==> src/rtl/bus_dp_pkg.sv <==
package bus_dp_pkg;

  typedef enum logic [1:0] {
    EXT_ZERO_SHORT = 2'd0,
    EXT_ZERO_LONG  = 2'd1,
    EXT_SIGN_SHORT = 2'd2,
    EXT_SIGN_LONG  = 2'd3
  } ext_mode_e;

  typedef enum logic [2:0] {
    ALU_PASS_A = 3'd0,
    ALU_PASS_B = 3'd1,
    ALU_INC1   = 3'd2,
    ALU_DEC1   = 3'd3,
    ALU_INC4   = 3'd4,
    ALU_DEC4   = 3'd5,
    ALU_ADD    = 3'd6,
    ALU_SUB    = 3'd7
  } alu_op_e;

  // Bus source slots
  localparam int SRC_IMM = 0;
  localparam int SRC_ALU = 1;
  localparam int SRC_RF  = 2;
  localparam int SRC_MEM = 3;
  localparam int NUM_SRC = 4;

  // Bus destination slots
  localparam int DST_IR  = 0;
  localparam int DST_A   = 1;
  localparam int DST_B   = 2;
  localparam int DST_MA  = 3;
  localparam int NUM_DST = 4;

endpackage

==> src/rtl/bdp_imm_ext.sv <==
module bdp_imm_ext
  import bus_dp_pkg::*;
#(
  parameter int DATA_W  = 32,
  parameter int SHORT_W = 16,
  parameter int LONG_W  = 26
) (
  input  logic [DATA_W-1:0] ir_word,
  input  ext_mode_e         mode,
  output logic [DATA_W-1:0] imm_val
);
  localparam int PAD_SHORT = DATA_W - SHORT_W;
  localparam int PAD_LONG  = DATA_W - LONG_W;

  logic [SHORT_W-1:0] short_f;
  logic [LONG_W-1:0]  long_f;
  logic               short_msb;
  logic               long_msb;

  assign short_f   = ir_word[SHORT_W-1:0];
  assign long_f    = ir_word[LONG_W-1:0];
  assign short_msb = short_f[SHORT_W-1];
  assign long_msb  = long_f[LONG_W-1];

  always_comb begin
    unique case (mode)
      EXT_ZERO_SHORT: imm_val = {{PAD_SHORT{1'b0}}, short_f};
      EXT_ZERO_LONG:  imm_val = {{PAD_LONG{1'b0}}, long_f};
      EXT_SIGN_SHORT: imm_val = {{PAD_SHORT{short_msb}}, short_f};
      EXT_SIGN_LONG:  imm_val = {{PAD_LONG{long_msb}}, long_f};
      default:        imm_val = '0;
    endcase
  end
endmodule

==> src/rtl/bdp_alu.sv <==
module bdp_alu
  import bus_dp_pkg::*;
#(
  parameter int DATA_W = 32
) (
  input  logic [DATA_W-1:0] opa,
  input  logic [DATA_W-1:0] opb,
  input  alu_op_e           op,
  output logic [DATA_W-1:0] result,
  output logic              is_zero
);
  localparam logic [DATA_W-1:0] ONE  = DATA_W'(1);
  localparam logic [DATA_W-1:0] FOUR = DATA_W'(4);

  always_comb begin
    unique case (op)
      ALU_PASS_A: result = opa;
      ALU_PASS_B: result = opb;
      ALU_INC1:   result = opa + ONE;
      ALU_DEC1:   result = opa - ONE;
      ALU_INC4:   result = opa + FOUR;
      ALU_DEC4:   result = opa - FOUR;
      ALU_ADD:    result = opa + opb;
      ALU_SUB:    result = opa - opb;
      default:    result = '0;
    endcase
  end

  assign is_zero = ~|result;
endmodule

==> src/rtl/bdp_bus_sel.sv <==
module bdp_bus_sel #(
  parameter int DATA_W = 32,
  parameter int NSRC   = 4
) (
  input  logic [NSRC-1:0][DATA_W-1:0] src,
  input  logic [NSRC-1:0]             en,
  output logic [DATA_W-1:0]           bus,
  output logic                        conflict
);
  localparam int CNT_W = $clog2(NSRC + 1);

  logic [DATA_W-1:0] or_tree;
  logic [CNT_W-1:0]  n_on;

  always_comb begin
    or_tree = '0;
    n_on    = '0;
    for (int i = 0; i < NSRC; i++) begin
      or_tree = or_tree | (src[i] & {DATA_W{en[i]}});
      n_on    = n_on + CNT_W'(en[i]);
    end
  end

  assign bus      = (|en) ? or_tree : '1;
  assign conflict = (n_on > CNT_W'(1));
endmodule

==> src/rtl/bdp_load_reg.sv <==
module bdp_load_reg #(
  parameter int DATA_W = 32
) (
  input  logic              clk,
  input  logic              rst,
  input  logic              load,
  input  logic [DATA_W-1:0] d,
  output logic [DATA_W-1:0] q
);
  always_ff @(posedge clk) begin
    if (rst)       q <= '0;
    else if (load) q <= d;
  end
endmodule

==> src/rtl/shared_bus_datapath.sv <==
module shared_bus_datapath
  import bus_dp_pkg::*;
#(
  parameter int DATA_W  = 32,
  parameter int SHORT_W = 16,
  parameter int LONG_W  = 26
) (
  input  logic              clk,
  input  logic              rst,
  input  logic              drv_imm,
  input  logic              drv_alu,
  input  logic              drv_rf,
  input  logic              drv_mem,
  input  logic              ld_ir,
  input  logic              ld_a,
  input  logic              ld_b,
  input  logic              ld_ma,
  input  logic [1:0]        ext_mode,
  input  logic [2:0]        alu_op,
  input  logic [DATA_W-1:0] rf_rdata,
  input  logic [DATA_W-1:0] mem_rdata,
  output logic [DATA_W-1:0] bus_out,
  output logic              bus_conflict,
  output logic [5:0]        opcode,
  output logic [5:0]        funct,
  output logic [4:0]        rs_field,
  output logic [4:0]        rt_field,
  output logic [4:0]        rd_field,
  output logic              alu_zero,
  output logic [DATA_W-1:0] mem_addr
);
  localparam int SPEC_W = 5;
  localparam int OP_W   = 6;
  localparam int OP_LO  = DATA_W - OP_W;
  localparam int RS_LO  = OP_LO - SPEC_W;
  localparam int RT_LO  = RS_LO - SPEC_W;
  localparam int RD_LO  = RT_LO - SPEC_W;

  logic [NUM_SRC-1:0][DATA_W-1:0] src_vec;
  logic [NUM_SRC-1:0]             drv_vec;
  logic [NUM_DST-1:0]             ld_vec;
  logic [NUM_DST-1:0][DATA_W-1:0] reg_q;

  logic [DATA_W-1:0] ir_q;
  logic [DATA_W-1:0] a_q;
  logic [DATA_W-1:0] b_q;
  logic [DATA_W-1:0] imm_val;
  logic [DATA_W-1:0] alu_res;

  assign drv_vec[SRC_IMM] = drv_imm;
  assign drv_vec[SRC_ALU] = drv_alu;
  assign drv_vec[SRC_RF]  = drv_rf;
  assign drv_vec[SRC_MEM] = drv_mem;

  assign src_vec[SRC_IMM] = imm_val;
  assign src_vec[SRC_ALU] = alu_res;
  assign src_vec[SRC_RF]  = rf_rdata;
  assign src_vec[SRC_MEM] = mem_rdata;

  assign ld_vec[DST_IR] = ld_ir;
  assign ld_vec[DST_A]  = ld_a;
  assign ld_vec[DST_B]  = ld_b;
  assign ld_vec[DST_MA] = ld_ma;

  bdp_bus_sel #(.DATA_W(DATA_W), .NSRC(NUM_SRC)) u_bus (
    .src      (src_vec),
    .en       (drv_vec),
    .bus      (bus_out),
    .conflict (bus_conflict)
  );

  for (genvar g = 0; g < NUM_DST; g++) begin : g_dst
    bdp_load_reg #(.DATA_W(DATA_W)) u_reg (
      .clk  (clk),
      .rst  (rst),
      .load (ld_vec[g]),
      .d    (bus_out),
      .q    (reg_q[g])
    );
  end

  assign ir_q     = reg_q[DST_IR];
  assign a_q      = reg_q[DST_A];
  assign b_q      = reg_q[DST_B];
  assign mem_addr = reg_q[DST_MA];

  bdp_imm_ext #(.DATA_W(DATA_W), .SHORT_W(SHORT_W), .LONG_W(LONG_W)) u_ext (
    .ir_word (ir_q),
    .mode    (ext_mode_e'(ext_mode)),
    .imm_val (imm_val)
  );

  bdp_alu #(.DATA_W(DATA_W)) u_alu (
    .opa     (a_q),
    .opb     (b_q),
    .op      (alu_op_e'(alu_op)),
    .result  (alu_res),
    .is_zero (alu_zero)
  );

  assign opcode   = ir_q[DATA_W-1:OP_LO];
  assign rs_field = ir_q[OP_LO-1:RS_LO];
  assign rt_field = ir_q[RS_LO-1:RT_LO];
  assign rd_field = ir_q[RT_LO-1:RD_LO];
  assign funct    = ir_q[OP_W-1:0];
endmodule

==> config.mk <==
export PLATFORM = sky130hd
export DESIGN_NAME = shared_bus_datapath
export DESIGN_NICKNAME = d
export VERILOG_FILES = /design/src/rtl/bus_dp_pkg.sv /design/src/rtl/bdp_imm_ext.sv /design/src/rtl/bdp_alu.sv /design/src/rtl/bdp_bus_sel.sv /design/src/rtl/bdp_load_reg.sv /design/src/rtl/shared_bus_datapath.sv
export SDC_FILE = /design/constraint.sdc
export NUM_CORES = 1
export LEC_CHECK = 0
export ABC_AREA = 1
export ABC_CLOCK_PERIOD_IN_PS = 4100
export BUFFER_PORTS_ARGS = -buffer_cell sky130_fd_sc_hd__clkbuf_2
export CAP_MARGIN = 0
export CORE_MARGIN = 2
export CORE_UTILIZATION = 30
export CTS_CLUSTER_SIZE = 40
export DETAILED_ROUTE_END_ITERATION = 12
export GPL_TIMING_DRIVEN = 0
export PLACE_DENSITY_LB_ADDON = 0.12
export REMOVE_ABC_BUFFERS = 1
export SYNTH_ARGS = -nofsm -noshare
export SYNTH_HDL_FRONTEND = slang
export SYNTH_HIERARCHICAL = 1
export SYNTH_SLANG_ARGS = --single-unit
==> constraint.sdc <==
create_clock -name clk -period 4.1 [get_ports clk]
set_input_delay 0.205 -clock clk [delete_from_list [all_inputs] [get_ports clk]]
set_output_delay 0.205 -clock clk [all_outputs]
set_load 0.02 [all_outputs]
Yosys cells after proc, flatten, opt, wreduce, memory -nomap -nowiden. Cells that the tools add are included.

Register bits: 128. Bits in latches: 0. Bits in writable memories: 0. ROM bits: 0. Input port bits: 79. Output and inout bits: 93. Word-level logic and storage cells: 39. Memories kept: 0.

Add/sub/neg operators: 9. Multiply operators: 0. Divide/modulo/power cells: 0. $lt $le $gt $ge: 1. Equality and inequality tests: 10. Shift operators: 0. Mux-type cells: 3. Bitwise operators: 7. Reduce and logical (&&, ||, !) cells: 5.

Operators with widths (count): $pmux W32 S8 (1); $and A32 B32 Y32 (4); $pmux W32 S4 (1); $or A32 B32 Y32 (3); $add A32 B1 Y32 const B (1); $add A32 B3 Y32 const B (1); $add A32 B32 Y32 (1); $mux W32 (1); $reduce_or A32 Y1 (1); $sub A32 B1 Y32 const B (1); $sub A32 B3 Y32 const B (1); $sub A32 B32 Y32 (1); $eq A3 B3 Y1 const B (4); $add A3 B1 Y3 (2); $eq A3 B2 Y1 const B (2); $eq A2 B2 Y1 const B (2); $reduce_or A4 Y1 (1); $eq A3 B1 Y1 const B (1); $gt A3 B1 Y1 const B (1); $logic_not A3 Y1 (1); $add A1 B1 Y2 (1); $eq A2 B1 Y1 const B (1); $logic_not A2 Y1 (1); $logic_not A1 Y1 (1).

Logic depth before layout (Yosys ltp). Gate-level depths: netlist of run 1.

Word-level depth: 7. Mapped depth: 40. Gate-level depth less buffers: 40.

Modules after synthesis. The synthesis of run 1 kept the hierarchy.

Modules (own cells, without submodules): bdp_alu (instances 1, cells each 1354, area an instance 6496.2 um^2, sequential area each 0.0 um^2); bdp_load_reg (instances 4, cells each 203, area an instance 1338.8 um^2, sequential area each 640.6 um^2); bdp_bus_sel (instances 1, cells each 283, area an instance 1270.0 um^2, sequential area each 0.0 um^2); bdp_imm_ext (instances 1, cells each 47, area an instance 274.0 um^2, sequential area each 0.0 um^2).

Worst setup path after synthesis of run 1. No wires, ideal clock.

Path type: register to register. Start point: reg g_dst[2].u_reg.q[0]. End point: reg g_dst[0].u_reg.q[31]. Setup time: 0.113 ns. Arrival: 3.773 ns. Required time: 3.987 ns. Path slack: 0.214 ns. Cell stages (with the launch flop): 38. Buffers on the path: 0. Period minus slack after synthesis: 3.886 ns. Path through: dfxtp_1 -> inv_1 -> ha_1 -> inv_1 -> nor2_1 -> nand2_1 -> nor3_1 -> inv_1 -> nor2_1 -> nand3_1 -> nor2_1 -> nand3_1 -> inv_1 -> nand2_1 -> xor2_1 -> o21ai_0 -> inv_1 -> ha_1 -> (+2 left out) -> nand2_1 -> nand3_1 -> a21oi_1 -> nand3_1 -> nand2_1 -> nand2_1 -> nand3_1 -> nand2_1 -> nand2_1 -> inv_1 -> nand2_1 -> nand2_1 -> nor2_1 -> nand2_1 -> inv_1 -> nand2_1 -> nand2_1 -> nor2_1.

Word-level cells in the longest chain between the ends: 7. Elaborated cells on any way between the ends: 8. Classes of those cells: 2 x add/sub; 2 x mux; 4 x bitwise.

Ends and longest elaborated chain: start: declaration (RTL line bdp_load_reg.sv:8) `output logic [DATA_W-1:0] q`; start signal: assignment (RTL line bdp_load_reg.sv:11) `if (rst) q <= '0;`; start signal: assignment (RTL line bdp_load_reg.sv:12) `else if (load) q <= d;`; $sub A32 B32 Y32 or $add A32 B32 Y32 (tied branches) (RTL line bdp_alu.sv:24, bdp_alu.sv:23); $pmux W32 S8 (*) (RTL line bdp_alu.sv:16) `unique case (op)`; via alu_res[31] (RTL line shared_bus_datapath.sv:48) `logic [DATA_W-1:0] alu_res;`; $and A32 B32 Y32 (*) (RTL line bdp_bus_sel.sv:19) `or_tree = or_tree | (src[i] & {DATA_W{en[i]}});`; $or A32 B32 Y32 (*) (3 in series) (RTL line bdp_bus_sel.sv:19); $mux W32 (*) (RTL line bdp_bus_sel.sv:24) `assign bus = (|en) ? or_tree : '1;`; via bus_out[31] (RTL line shared_bus_datapath.sv:22) `output logic [DATA_W-1:0] bus_out,`; end signal: assignment (RTL line bdp_load_reg.sv:11); end signal: assignment (RTL line bdp_load_reg.sv:12); end: declaration (RTL line bdp_load_reg.sv:8).

The timed path passes the listed nets; every way through them passes the cells marked *. A chain may end at the register's enable or synchronous reset.

Worst setup path after layout of run 1.
Start point: reg g_dst[2].u_reg.q[0]. End point: out bus_out[26].

Word-level cells in the longest chain between the ends: 7. Elaborated cells on any way between the ends: 8. Classes of those cells: 2 x add/sub; 2 x mux; 4 x bitwise.

Ends and longest elaborated chain (RTL line): $sub A32 B32 Y32 or $add A32 B32 Y32 (tied branches) (bdp_alu.sv:24, bdp_alu.sv:23); $pmux W32 S8 (*) (bdp_alu.sv:16); via alu_res[26] (shared_bus_datapath.sv:48); $and A32 B32 Y32 (*) (bdp_bus_sel.sv:19); $or A32 B32 Y32 (*) (3 in series) (bdp_bus_sel.sv:19); $mux W32 (*) (bdp_bus_sel.sv:24); end: declaration (shared_bus_datapath.sv:22).

Marks and branches as above.

==> results of run 1 <==
==> critical path: cells and delay by family, from the launching register on <==
kind | cells | cell delay, ps
and+or+nand+nor | 23 | 2640
buffers and inverters | 8 | 610
adders and majority gates | 2 | 440
DFF | 1 | 330
AOI/OAI and AO/OA | 1 | 130
==> power by group through the flow <==
stage | Clock [mW] | Sequential [mW] | Combinational, mW
4_1_cts | 1.58 | 1.50 | 2.00
5_1_grt | 1.63 | 1.52 | 2.38
3_3_place_gp | 0 | 1.52 | 1.74
3_5_place_dp | 0 | 1.52 | 1.76
2_1_floorplan | 0 | 1.53 | 1.09
6_report | 1.53 | 1.51 | 2.15
==> timing repair <==
item	in CTS	in global routing
gates resized for setup	248	150
setup buffers	33	20
setup endpoints to repair	156	122
pin swaps	79	81
gates cloned	1	0
endpoints found under the hold margin	0	0
==> how the worst max path moves through the flow <==
| stage | from | to | slack (ps) | cells past startpoint |
|---|---|---|---|---|
| finish | g_dst[2].u_reg/q[0] | bus_out[26] | -700 | 34 |
| global route | g_dst[2].u_reg/q[1] | bus_out[31] | -980 | 36 |
| CTS | g_dst[2].u_reg/q[1] | bus_out[29] | -770 | 30 |
| detailed placement | alu_op[1] | bus_out[26] | -2390 | 25 |
| global placement | alu_op[1] | bus_out[26] | -2470 | 20 |
| floorplan | alu_op[0] | g_dst[0].u_reg/q[31] | 80 | 28 |
==> per-stage QoR <==
stage | cells | utilization
2_1_floorplan | 2391 | -
3_3_place_gp | 3154 | 0.320
3_5_place_dp | 3155 | 0.321
4_1_cts | 3220 | 0.360
5_1_grt | 3243 | 0.375
6_report | 3243 | 0.375
==> synth_stat cells (all sizes together) (3+ instances only) <==
cell type,n,share of area
a211oi,3,0.0017
a21oi,81,0.030
buf,88,0.059
clkbuf,17,0.0063
dfxtp,128,0.19
fa,3,0.0045
ha,61,0.057
inv,389,0.11
nand2,917,0.26
nand3,174,0.066
nand3b,22,0.012
nand4,25,0.012
nor2,429,0.12
nor3,25,0.010
o211ai,5,0.0028
o21a,3,0.0017
o21ai,76,0.029
o21bai,3,0.0017
o221ai,3,0.0020
o22ai,3,0.0014
or2,20,0.0093
xor2,7,0.0046
==> cell families (layout without fill, tap and decap cells) <==
family	count (synthesis)	after routing	share of synthesized area
and+or+nand+nor	1618	1619	0.493
AOI/OAI and AO/OA	185	185	0.0748
buffers and inverters	494	648	0.175
DFF	128	128	0.191
adders and majority gates	64	64	0.0615
xor gates and xnor gates	7	7	0.00458
==> area by class of cell <==
class	instances	area, um2	area share
Multi-Input combinational cell	1875	9640	0.583
Sequential cell	128	2560	0.155
Timing Repair Buffer	228	1540	0.0929
Inverter	389	1480	0.0893
Tap cell	592	741	0.0448
Clock buffer	19	443	0.0268
Clock inverter	12	135	0.00817
==> layer usage <==
layer / wire [um] / track usage
met1: 26600 / 0.328
met2: 23100 / 0.351
met3: 2760 / 0.0235
met4: 832 / 0.0517
met5: 0 / 0
==> flow_metrics.env, run 1 <==
export IMPL_cap_viol_max_count=0
export IMPL_ir_drop_mv=0.278
export IMPL_rsz0062_at_grt="yes"
export IMPL_hold_slack_ps=174
export IMPL_worstSetupPathType="reg -> out"
export IMPL_r2r_start="g_dst[2].u_reg/q[0]"
export IMPL_routabilityCongestion=0.942
export IMPL_dpl_hpwl_um=40900
export IMPL_finalNetCount=2782
export IMPL_post_place_ws_ps=-2390
export IMPL_io_pins=172
export IMPL_reg2reg_depth=39
export IMPL_async_flop_share=0
export IMPL_io_buffers=171
export IMPL_cts_tree="built"
export IMPL_status="complete, but fails checks"
export IMPL_firstDrtPassIters=5
export IMPL_reg_largest_list="g_dst.u_reg/q (128)"
export IMPL_finalSetupViolCount=86
export IMPL_worstHoldStart="ld_b"
export IMPL_ys_flop_type="dfxtp_1"
export IMPL_grt_total_usage=0.224
export IMPL_largest_register_ff_count=128
export IMPL_routed_wl_um=53300
export IMPL_syn2layout_area_growth_pct=23.5
export IMPL_hp_class="in -> reg"
export IMPL_place_area_um2=14100
export IMPL_synthCells=2496
export IMPL_p_per_area_nw_per_um2=314
export IMPL_intPower_mw=3.02
export IMPL_p_clk_frac=0.295
export IMPL_slew_headroom=0.100
export IMPL_regMostFlops="g_dst.u_reg/q"
export IMPL_max_freq_mhz=208
export IMPL_grt_pass1_wl_um=81100
export IMPL_clock_latency_ps=440
export IMPL_ys_ff_latch=128
export IMPL_avgRoutedWirePerCell_um=16.4
export IMPL_setup_tns_final_ps=-27140
export IMPL_p_leak_nw=9.33
export IMPL_switching_share=0.419
export IMPL_layout_common_cells="nand2_1, nor2_1, inv_1"
export IMPL_cts_sinks=128
export IMPL_r2r_slack_ps=-530
export IMPL_ys_warnings_count=6
export IMPL_tightest_slew_ps=1350
export IMPL_synth_edff_count=0
export IMPL_critPathRequiredTime_ps=3890
export IMPL_antenna_found_initial=0
export IMPL_crit_slowest_cell="dfxtp_2"
export IMPL_fp_dieW_um=215
export IMPL_viasPerCell=4.75
export IMPL_hold_path_depth=3
export IMPL_slowest_delay_ps=330
export IMPL_cts_root_buffer="clkbuf_16"
export IMPL_hold_end="g_dst[2].u_reg/q[1]"
export IMPL_antenna_cells=0
export IMPL_post_route_min_period_ps=4800
export IMPL_detail_route_iter0_violations=992
export IMPL_r2r_end="g_dst[3].u_reg/q[26]"
export IMPL_drc_errors=0
export IMPL_synth_cell_types=47
export IMPL_slew_violations=0
export IMPL_violations="setup timing"
export IMPL_start_util=0.304
export IMPL_pwr_share_comb=0.415
export IMPL_finalCritPeriodShare=1.17
export IMPL_cts_max_path_buffers=2
export IMPL_crit_fanout=4
export IMPL_h_tree_depth=4
export IMPL_crit_top_cell="nand3_2"
export IMPL_die_y_um=215
export IMPL_cp_data_arrival_time_ps=4590
export IMPL_grt_pass1_vias=14100
export IMPL_layout_commonest_cell="nand2_1"
export IMPL_total_power_mw=5.19
export IMPL_rows=77
export IMPL_layout_drive_gt1_share=0.211
export IMPL_clk_pin_slew_ps=70
export IMPL_fin_ws_ps=-697
export IMPL_die_area_um2=46400
export IMPL_skew_ps=15.7
export IMPL_startpoint_type="flop"
export IMPL_vias=15400
export IMPL_finalHoldViolCount=0
export IMPL_yosysSeqAreaShare=0.191
export IMPL_ant_nets=0
export IMPL_avgSynthCellArea_um2=5.37
export IMPL_syn_area_um2=13400
export IMPL_final_area_um2=16500
export IMPL_numCtsBuffers=17
export IMPL_end_kind="output port"
export IMPL_fillers=5047
export IMPL_p_sw_mw=2.17
export IMPL_grt_max_degree=65
export IMPL_gr_total_overflow=0
export IMPL_cts_hold_buf=0
export IMPL_sequentialPowerShare=0.290
export IMPL_coreArea_um2=44100
(Power assumes the default switching activity.)
==> run 2, diff against run 1 <==
--- a/config.mk
+++ b/config.mk
@@ -15,6 +15,7 @@
 export DETAILED_ROUTE_END_ITERATION = 12
 export GPL_TIMING_DRIVEN = 0
 export PLACE_DENSITY_LB_ADDON = 0.12
+export RECOVER_POWER = 100
 export REMOVE_ABC_BUFFERS = 1
 export SYNTH_ARGS = -nofsm -noshare
 export SYNTH_HDL_FRONTEND = slang
==> run 2 against run 1 <==
The run still ends with setup timing left; worst setup slack worse by 28 ps; die area unchanged; utilization down 0.17 points; non-clock buffer count unchanged; routed wire length up 0.10%; cell area down 0.45%; critical path depth unchanged; via count down 0.20%; clock skew up 4.1 ps; highest routed layer unchanged; critical endpoint is now bus_out[24]; cell count unchanged; critical path type unchanged; first-iteration DRC count up 0.30%.
==> flow_metrics.env, run 2 (synthesis results as in run 1) <==
export IMPL_detail_route_iter0_violations=995
export IMPL_avgRoutedWirePerCell_um=16.5
export IMPL_r2r_slack_ps=-550
export IMPL_skew_ps=19.7
export IMPL_dp_cells=3155
export IMPL_fp_dieW_um=215
export IMPL_fin_ws_ps=-725
export IMPL_crit_fanout=4
export IMPL_worstSetupPathType="reg -> out"
export IMPL_r2r_start="g_dst[2].u_reg/q[0]"
export IMPL_reg_largest_list="g_dst.u_reg/q (128)"
export IMPL_final_area_um2=16500
export IMPL_slew_headroom=0.106
export IMPL_violations="setup timing"
export IMPL_cap_viol_max_count=0
export IMPL_regMostFlops="g_dst.u_reg/q"
export IMPL_hp_class="in -> reg"
export IMPL_finalHoldViolCount=0
export IMPL_setup_tns_final_ps=-29050
export IMPL_io_pins=172
export IMPL_io_buffers=171
export IMPL_cts_root_buffer="clkbuf_16"
export IMPL_p_per_area_nw_per_um2=315
export IMPL_antenna_found_initial=0
export IMPL_layout_common_cells="nand2_1, nor2_1, inv_1"
export IMPL_viasPerCell=4.74
export IMPL_p_leak_nw=9.14
export IMPL_crit_slowest_cell="dfxtp_2"
export IMPL_clk_pin_slew_ps=70
export IMPL_firstDrtPassIters=5
export IMPL_numCtsBuffers=17
export IMPL_antenna_cells=0
export IMPL_ir_drop_mv=0.278
export IMPL_largest_register_ff_count=128
export IMPL_finalNetCount=2782
export IMPL_post_route_min_period_ps=4820
export IMPL_hold_path_depth=3
export IMPL_die_y_um=215
export IMPL_place_area_um2=14100
export IMPL_end_kind="output port"
export IMPL_hold_end="g_dst[2].u_reg/q[1]"
export IMPL_r2r_end="g_dst[3].u_reg/q[26]"
export IMPL_status="complete, but fails checks"
export IMPL_grt_pass1_wl_um=81100
export IMPL_vias=15400
export IMPL_ant_nets=0
export IMPL_hold_slack_ps=171
export IMPL_slew_violations=0
export IMPL_syn2layout_area_growth_pct=22.9
export IMPL_coreArea_um2=44100
export IMPL_worstHoldStart="ld_b"
export IMPL_max_freq_mhz=207
export IMPL_h_tree_depth=4
export IMPL_layout_drive_gt1_share=0.189
export IMPL_stdcell_count=3243
export IMPL_layout_commonest_cell="nand2_1"
export IMPL_cts_sinks=128
export IMPL_grt_pass1_vias=14100
export IMPL_gr_total_overflow=0
export IMPL_routed_wl_um=53400
export IMPL_reg2reg_depth=39
export IMPL_slowest_delay_ps=330
export IMPL_routabilityCongestion=0.942
export IMPL_die_area_um2=46400
export IMPL_grt_max_degree=65
export IMPL_tightest_slew_ps=1340
export IMPL_start_util=0.304
export IMPL_cts_max_path_buffers=2
export IMPL_drc_errors=0
export IMPL_cp_data_arrival_time_ps=4620
export IMPL_grt_total_usage=0.224
export IMPL_startpoint_type="flop"
export IMPL_critPathRequiredTime_ps=3890
export IMPL_dpl_hpwl_um=40900
export IMPL_finalSetupViolCount=86
export IMPL_clock_latency_ps=440
export IMPL_rsz0062_at_grt="yes"
export IMPL_finalCritPeriodShare=1.18
export IMPL_cts_tree="built"
export IMPL_rows=77
run 2: cell counts in the layout (fill, tap and decap cells not counted):
Identical to the previous run, type by type.
run 2: per-layer routing:
layer  global-route usage  part of all wire
met1                0.328              0.50
met2                0.351              0.43
met3               0.0235             0.051
met4               0.0517             0.015
met5                    0                 0
run 2: worst max path at each step:
stage	startpoint	endpoint	slack (ps)	cells past startpoint
floorplan	alu_op[0]	g_dst[0].u_reg/q[31]	80	28
CTS	g_dst[2].u_reg/q[1]	bus_out[29]	-770	30
detailed placement	alu_op[1]	bus_out[26]	-2390	25
global placement	alu_op[1]	bus_out[26]	-2470	20
global route	g_dst[2].u_reg/q[1]	bus_out[31]	-980	36
finish	g_dst[2].u_reg/q[0]	bus_out[24]	-720	34
run 2: where the power goes:
group / leakage [nW] / switching [mW] / internal (mW)
combinational: 7.79 / 1.41 / 0.736
clock: 0.284 / 0.625 / 0.911
sequential: 1.07 / 0.148 / 1.36
total: 9.14 / 2.18 / 3.01
run 2: timing repair:
item / in CTS / in global routing
setup buffers: 33 / 20
resized for setup: 248 / 150
hold buffers: 0 / 0
endpoints found under the setup margin: 156 / 122
pin swaps: 79 / 81
gates cloned: 1 / 0
hold endpoints to repair: 0 / 0
run 2: worst max-delay path: cells and delay by family, from the launching register on:
family,cells,cell delay (ps)
AND/OR/NAND/NOR,23,2590
adder cells (fa/ha/maj),2,440
AO/OA/AOI/OAI,1,130
buffers and inverters,8,640
flip-flops,1,330
run 2: layout make-up:
class	instances	area, um2
multi-input combinational	1875	9640
sequential	128	2560
inverter	389	1480
tap	592	741
timing repair buffer	228	1460
clock inverter	12	135
clock buffer	19	443
fill	5082	27700
run 2: through the flow:
step | util | setup WS (ps) | power [mW]
floorplan | - | 82.7 | 2.62
global placement | 0.320 | -2470 | 3.26
detailed placement | 0.321 | -2390 | 3.27
CTS | 0.360 | -767 | 5.09
global route | 0.373 | -978 | 5.52
finish | 0.373 | -725 | 5.19
